**config.mk**
```make
export PLATFORM = sky130hd
export DESIGN_NAME = spi_ready_slave
export DESIGN_NICKNAME = d
export VERILOG_FILES = /design/src/rtl/spi_rdy_pkg.sv /design/src/rtl/spi_rdy_sync.sv /design/src/rtl/spi_rdy_lock.sv /design/src/rtl/spi_rdy_shift.sv /design/src/rtl/spi_ready_slave.sv
export SDC_FILE = /design/constraint.sdc
export NUM_CORES = 1
export LEC_CHECK = 0
export CORE_MARGIN = 2
export CORE_UTILIZATION = 40
export CTS_CLUSTER_DIAMETER = 50
export DETAILED_ROUTE_END_ITERATION = 12
export SYNTH_ARGS = -nofsm -noshare
export SYNTH_HDL_FRONTEND = slang
export SYNTH_SLANG_ARGS = --single-unit
```
**constraint.sdc**
```tcl
create_clock -name clk -period 2.25 [get_ports clk]
set_input_delay 0.675 -clock clk [delete_from_list [all_inputs] [get_ports clk]]
set_output_delay 0.675 -clock clk [all_outputs]
set_load 0.01 [all_outputs]
```
**src/rtl/spi_rdy_pkg.sv**
```systemverilog
package spi_rdy_pkg;

  typedef enum logic [1:0] {
    IF_NONE = 2'd0,
    IF_SPI  = 2'd1,
    IF_UART = 2'd2
  } if_sel_e;

  function automatic logic edge_up(input logic now_v, input logic prev_v);
    return now_v & ~prev_v;
  endfunction

  function automatic logic edge_dn(input logic now_v, input logic prev_v);
    return ~now_v & prev_v;
  endfunction

  // Chooses the byte to shift out: pending response or zero fill.
  function automatic logic [7:0] tx_pick(input logic pend, input logic [7:0] val);
    return pend ? val : 8'h00;
  endfunction

endpackage

```
**src/rtl/spi_rdy_sync.sv**
```systemverilog
module spi_rdy_sync #(
  parameter int          W       = 4,
  parameter int          STAGES  = 2,
  parameter logic [W-1:0] RST_VAL = '1
) (
  input  logic         clk,
  input  logic         rst_n,
  input  logic [W-1:0] din,
  output logic [W-1:0] lvl,
  output logic [W-1:0] rise,
  output logic [W-1:0] fall
);
  import spi_rdy_pkg::*;

  logic [W-1:0] pipe [STAGES];
  logic [W-1:0] prev_q;

  always_ff @(posedge clk or negedge rst_n) begin
    if (!rst_n) begin
      for (int s = 0; s < STAGES; s++) pipe[s] <= RST_VAL;
      prev_q <= RST_VAL;
    end else begin
      pipe[0] <= din;
      for (int s = 1; s < STAGES; s++) pipe[s] <= pipe[s-1];
      prev_q <= pipe[STAGES-1];
    end
  end

  assign lvl = pipe[STAGES-1];

  for (genvar b = 0; b < W; b++) begin : g_edge
    assign rise[b] = edge_up(pipe[STAGES-1][b], prev_q[b]);
    assign fall[b] = edge_dn(pipe[STAGES-1][b], prev_q[b]);
  end

endmodule

```
**src/rtl/spi_rdy_lock.sv**
```systemverilog
module spi_rdy_lock (
  input  logic                 clk,
  input  logic                 rst_n,
  input  logic                 spi_act,
  input  logic                 uart_act,
  output spi_rdy_pkg::if_sel_e sel
);
  import spi_rdy_pkg::*;

  always_ff @(posedge clk or negedge rst_n) begin
    if (!rst_n) begin
      sel <= IF_NONE;
    end else if (sel == IF_NONE) begin
      if (spi_act)       sel <= IF_SPI;
      else if (uart_act) sel <= IF_UART;
    end
  end

  AST_LOCK_STICKY: assert property (@(posedge clk) disable iff (!rst_n)
    (sel != IF_NONE) |=> (sel == $past(sel)));

  AST_SPI_WINS: assert property (@(posedge clk) disable iff (!rst_n)
    (sel == IF_NONE && spi_act) |=> (sel == IF_SPI));

endmodule

```
**src/rtl/spi_rdy_shift.sv**
```systemverilog
module spi_rdy_shift #(
  parameter int BYTE_W = 8
) (
  input  logic              clk,
  input  logic              rst_n,
  input  logic              active,
  input  logic              sck_rise,
  input  logic              sck_fall,
  input  logic              mosi_s,
  input  logic [BYTE_W-1:0] tx_src,
  output logic              rx_done,
  output logic [BYTE_W-1:0] rx_byte,
  output logic              tx_load,
  output logic              miso
);
  localparam int CW = (BYTE_W > 1) ? $clog2(BYTE_W) : 1;
  localparam logic [CW-1:0] LAST = CW'(BYTE_W - 1);

  logic [CW-1:0]     bitcnt;
  logic [BYTE_W-1:0] rx_sh;
  logic [BYTE_W-1:0] tx_sh;

  assign rx_done = active & sck_rise & (bitcnt == LAST);
  assign rx_byte = {rx_sh[BYTE_W-2:0], mosi_s};
  assign tx_load = active & sck_fall & (bitcnt == '0);
  assign miso    = tx_sh[BYTE_W-1];

  always_ff @(posedge clk or negedge rst_n) begin
    if (!rst_n) begin
      bitcnt <= '0;
      rx_sh  <= '0;
      tx_sh  <= '0;
    end else if (!active) begin
      bitcnt <= '0;
    end else begin
      if (sck_rise) begin
        rx_sh  <= {rx_sh[BYTE_W-2:0], mosi_s};
        bitcnt <= (bitcnt == LAST) ? '0 : bitcnt + CW'(1);
      end
      if (sck_fall) begin
        if (bitcnt == '0) tx_sh <= tx_src;
        else              tx_sh <= {tx_sh[BYTE_W-2:0], 1'b0};
      end
    end
  end

  AST_PARTIAL_DROP: assert property (@(posedge clk) disable iff (!rst_n)
    !active |=> (bitcnt == '0));

  AST_LOAD_MSB: assert property (@(posedge clk) disable iff (!rst_n)
    tx_load |=> (miso == $past(tx_src[BYTE_W-1])));

endmodule

```
**src/rtl/spi_ready_slave.sv**
```systemverilog
module spi_ready_slave (
  input  logic       clk,
  input  logic       rst_n,
  input  logic       spi_sck,
  input  logic       spi_mosi,
  input  logic       spi_ss_n,
  input  logic       uart_rx,
  output logic       spi_miso,
  output logic       spi_miso_oe,
  output logic       rdy_pull_low,
  output logic       cmd_valid,
  output logic [7:0] cmd_byte,
  input  logic       cmd_ack,
  input  logic       rsp_we,
  input  logic [7:0] rsp_byte,
  output logic       if_spi,
  output logic       if_uart
);
  import spi_rdy_pkg::*;

  localparam int BYTE_W = 8;
  localparam int NSYNC  = 4;
  localparam int I_SCK  = 0;
  localparam int I_MOSI = 1;
  localparam int I_SS   = 2;
  localparam int I_URX  = 3;

  logic [NSYNC-1:0] s_lvl, s_rise, s_fall;
  if_sel_e          sel;
  logic             active, rx_done, tx_load;
  logic [BYTE_W-1:0] rx_byte, tx_src;
  logic [BYTE_W-1:0] rsp_q;
  logic              rsp_pend;

  spi_rdy_sync #(.W(NSYNC), .STAGES(2), .RST_VAL('1)) u_sync (
    .clk  (clk),
    .rst_n(rst_n),
    .din  ({uart_rx, spi_ss_n, spi_mosi, spi_sck}),
    .lvl  (s_lvl),
    .rise (s_rise),
    .fall (s_fall)
  );

  spi_rdy_lock u_lock (
    .clk     (clk),
    .rst_n   (rst_n),
    .spi_act (s_fall[I_SS]),
    .uart_act(s_fall[I_URX]),
    .sel     (sel)
  );

  assign if_spi  = (sel == IF_SPI);
  assign if_uart = (sel == IF_UART);
  assign active  = if_spi & ~s_lvl[I_SS];
  assign tx_src  = tx_pick(rsp_pend, rsp_q);

  spi_rdy_shift #(.BYTE_W(BYTE_W)) u_shift (
    .clk     (clk),
    .rst_n   (rst_n),
    .active  (active),
    .sck_rise(s_rise[I_SCK]),
    .sck_fall(s_fall[I_SCK]),
    .mosi_s  (s_lvl[I_MOSI]),
    .tx_src  (tx_src),
    .rx_done (rx_done),
    .rx_byte (rx_byte),
    .tx_load (tx_load),
    .miso    (spi_miso)
  );

  assign spi_miso_oe  = active;
  assign rdy_pull_low = cmd_valid;

  always_ff @(posedge clk or negedge rst_n) begin
    if (!rst_n) begin
      cmd_valid <= 1'b0;
      cmd_byte  <= '0;
    end else if (rx_done) begin
      cmd_valid <= 1'b1;
      cmd_byte  <= rx_byte;
    end else if (cmd_ack) begin
      cmd_valid <= 1'b0;
    end
  end

  always_ff @(posedge clk or negedge rst_n) begin
    if (!rst_n) begin
      rsp_q    <= '0;
      rsp_pend <= 1'b0;
    end else if (rsp_we) begin
      rsp_q    <= rsp_byte;
      rsp_pend <= 1'b1;
    end else if (tx_load) begin
      rsp_pend <= 1'b0;
    end
  end

  AST_RDY_DROP: assert property (@(posedge clk) disable iff (!rst_n)
    rx_done |=> rdy_pull_low);

  AST_RDY_HOLD: assert property (@(posedge clk) disable iff (!rst_n)
    (rdy_pull_low && !cmd_ack) |=> rdy_pull_low);

  AST_MISO_HIZ: assert property (@(posedge clk) disable iff (!rst_n)
    s_lvl[I_SS] |-> !spi_miso_oe);

  AST_UART_MUTE: assert property (@(posedge clk) disable iff (!rst_n)
    if_uart |-> (!rx_done && !spi_miso_oe));

  AST_ZERO_FILL: assert property (@(posedge clk) disable iff (!rst_n)
    (tx_load && !rsp_pend && !rsp_we) |=> !spi_miso);

endmodule

```
==> metrics.txt <==
run status=finished clean; Placed Cells=230; antenna violations before repair=0; Post-Synth Adder-Cell Area=1.843%; CP Buf/Inv Count=2; register area=1240 um2; main combinational cell family by area after synthesis=multiplexers; PD cells=802.1 nW/um2; area leader, netlist=dfrtp_1; WS Path Type=reg2out; die width=75.36 um; vias per inst=4.529; hold slack=0.3428 ns; slowest stage delay, CP=0.53 ns; CP startpoint kind=register; Net Count, Synth=156; crit path capture type=primary output; Synth Area in XOR/XNOR=0%; DIE AREA=5679 um2; vias in the first global route=1,089; Sinks on Clock Net=49; FF+latch count, synth=49; n_diodes=0; Cell variety after synth=31; final setup skew=0.004455 ns; sequential fraction of the synthesis area=60.87%; final antenna-violating net count=0; Placeable Area=4817 um2; Initial Utilization=42.29%; final instance area=2525 um2; total CTS buffers=5; Sum Neg Setup Slack=0 ns; RSZ-0062 raised after global routing=no; Hold Vio Cnt, Final=0; Post-Route WL=2912 um; CP max-delay cell=clkdlybuf4s50_1; total grt overflow=0; peak supply drop=0.3951 mV; hold buffer count at CTS=0; mux contribution to synthesized area=23.77%; CP Data Required Time=1.57 ns; Final Wtd Congestion=0.7461; global-route wire length before repair=5023 um; post-layout util=52.42%; Max-slew headroom=66.40%; maxcap violations=0; Synth Instances=137; post-DP HPWL=2122 um; area of the multi-input gates=703.2 um2; Final period util=94.30%; Post-Synth Simple-Gate Area=7.187%; Worst path top cell family by delay=buffers and inverters; clk slew on worst S/H paths=0.09 ns; Slew Limit Fails=0; worst-path maximum fanout=4; clk_lat worst skew=0.29 ns; Yosys top cell area share=46.68%; DRT iter0 DRCs=41; All-Layer GR Usage=11.80%; Synth Area in Compound Gates=1.720%; HP Class=in2async; site row count=25; CTS root buf=clkbuf_8; WL/cell=12.13 um; Fillers=417; arrival time worst endpoint=1.45 ns; IO buf count=29; Setup violations, final=0; synth-to-layout area growth=23.96%; drc violations=0; Die Y=75.36 um; pin count of the biggest net entering global routing=29; CTS tree=built; IO Count=30; Max Root-Sink Buffers=2; crit path cell chain=buf_4, nor2b_1, clkdlybuf4s50_1; largest cells by area after synthesis=dfrtp_1 (47%), dfstp_2 (14%), mux2_4 (9.6%), mux2_2 (8.3%), mux2i_1 (5.9%); Synth Cell Area=2037 um2; Leak Pwr=0.001190 uW; Post-Layout Cell Count=240; TritonRoute pass-1 iters=2; Nets=191; H-tree depth=2; DP Area=2394 um2; Syn Area/Cell=14.87 um2; min Tclk post-route=2.122 ns; share of layout cells above drive strength 1=34.68%; total number of yosys warnings=0; Vias=1,087; fmax=471.3 MHz; Worst-Margin Slew=0.5040 ns
sequential cells by signal (all words and copies together) (netlist names), 3 cells and up:
| name | cells |
|---|---|
| u_sync.prev_q | 3 |
| u_shift.tx_sh | 8 |
| u_shift.rx_sh | 7 |
| u_sync.lvl | 4 |
| rsp_q | 8 |
| u_shift.bitcnt | 3 |
| cmd_byte | 8 |
| u_sync.pipe | 4 |
worst paths after layout:
path	from	to	slack, ns	cells after the start
min	rst_n	cmd_valid	0.34	1
min in group clk	u_sync.pipe[6]	u_sync.lvl[2]	0.36	0
max	u_lock.sel[1]	if_spi	0.13	3
min reg2reg	u_sync.pipe[6]	u_sync.lvl[2]	0.36	0
max in group asynchronous	rst_n	u_sync.prev_q[2]	1.32	2
max reg2reg	u_lock.sel[1]	u_shift.tx_sh[6]	0.60	4
cells by family after synthesis:
logic type,Yosys count
AOI/OAI and AO/OA,5
adders and majority gates,3
buffers and inverters,16
DFF,49
muxes,40
and+or+nand+nor,24
metrics by stage:
step           worst slack [ns]  total power (uW)
5_1_grt                 0.06936              2141
3_3_place_gp             0.1465              1428
4_1_cts                 0.05099              2060
3_5_place_dp             0.1241              1448
2_1_floorplan            0.6175              1315
6_report                 0.1284              2025
where the power goes:
part / total, uW / switching, uW / internal [uW]
Combinational: 334 / 124 / 211
Clock: 595 / 279 / 317
Sequential: 1100 / 71.9 / 1020
cell usage after synthesis, drive strengths merged:
cell	instances
and3	2
or3b	1
nand2b	2
dfstp	11
a31o	1
and2b	1
buf	4
and2	3
mux2i	12
dfrtp	38
a31oi	1
a21o	1
ha	3
nand2	5
inv	8
a21oi	1
clkinv	1
nor2b	3
o21bai	1
nor2	5
nor3b	1
clkbuf	3
mux2	28
nand3b	1
cells in the final DEF, fill, tap and decap left out, types with 2 or more instances in the layout:
master,Yosys,routed
nor2b_1,3,3
dfstp_2,11,11
clkdlybuf4s50_1,0,26
nand2b_1,2,2
nand2_1,4,4
inv_1,8,8
mux2_4,13,13
buf_4,1,5
mux2_2,15,15
nor2_1,5,5
mux2i_1,12,12
clkbuf_8,0,6
and2_1,3,3
dfrtp_1,38,38
ha_1,3,3
cell type report:
type | count | area share (%)
Inverter | 9 | 1.536
Clock inverter | 1 | 0.2973
Multi-Input combinational cell | 72 | 27.85
Tap cell | 67 | 3.320
Clock buffer | 7 | 4.262
Timing Repair Buffer | 35 | 13.63
Sequential cell | 49 | 49.11
per-layer routing:
metal	GRT usage (%)	vias to the layer above	share of wire, %
met5	0	-	0
met2	19.32	27	49
met4	3.509	0	0.76
met3	3.704	2	4.9
met1	15.15	533	46
li1	-	525	-
what timing repair did:
action | in CTS | in global routing
pin swaps | 0 | 0
buffers inserted | 2 | 0
gates resized for setup | 1 | 1
setup endpoints to repair | 1 | 1
(Power assumes the default switching activity.)
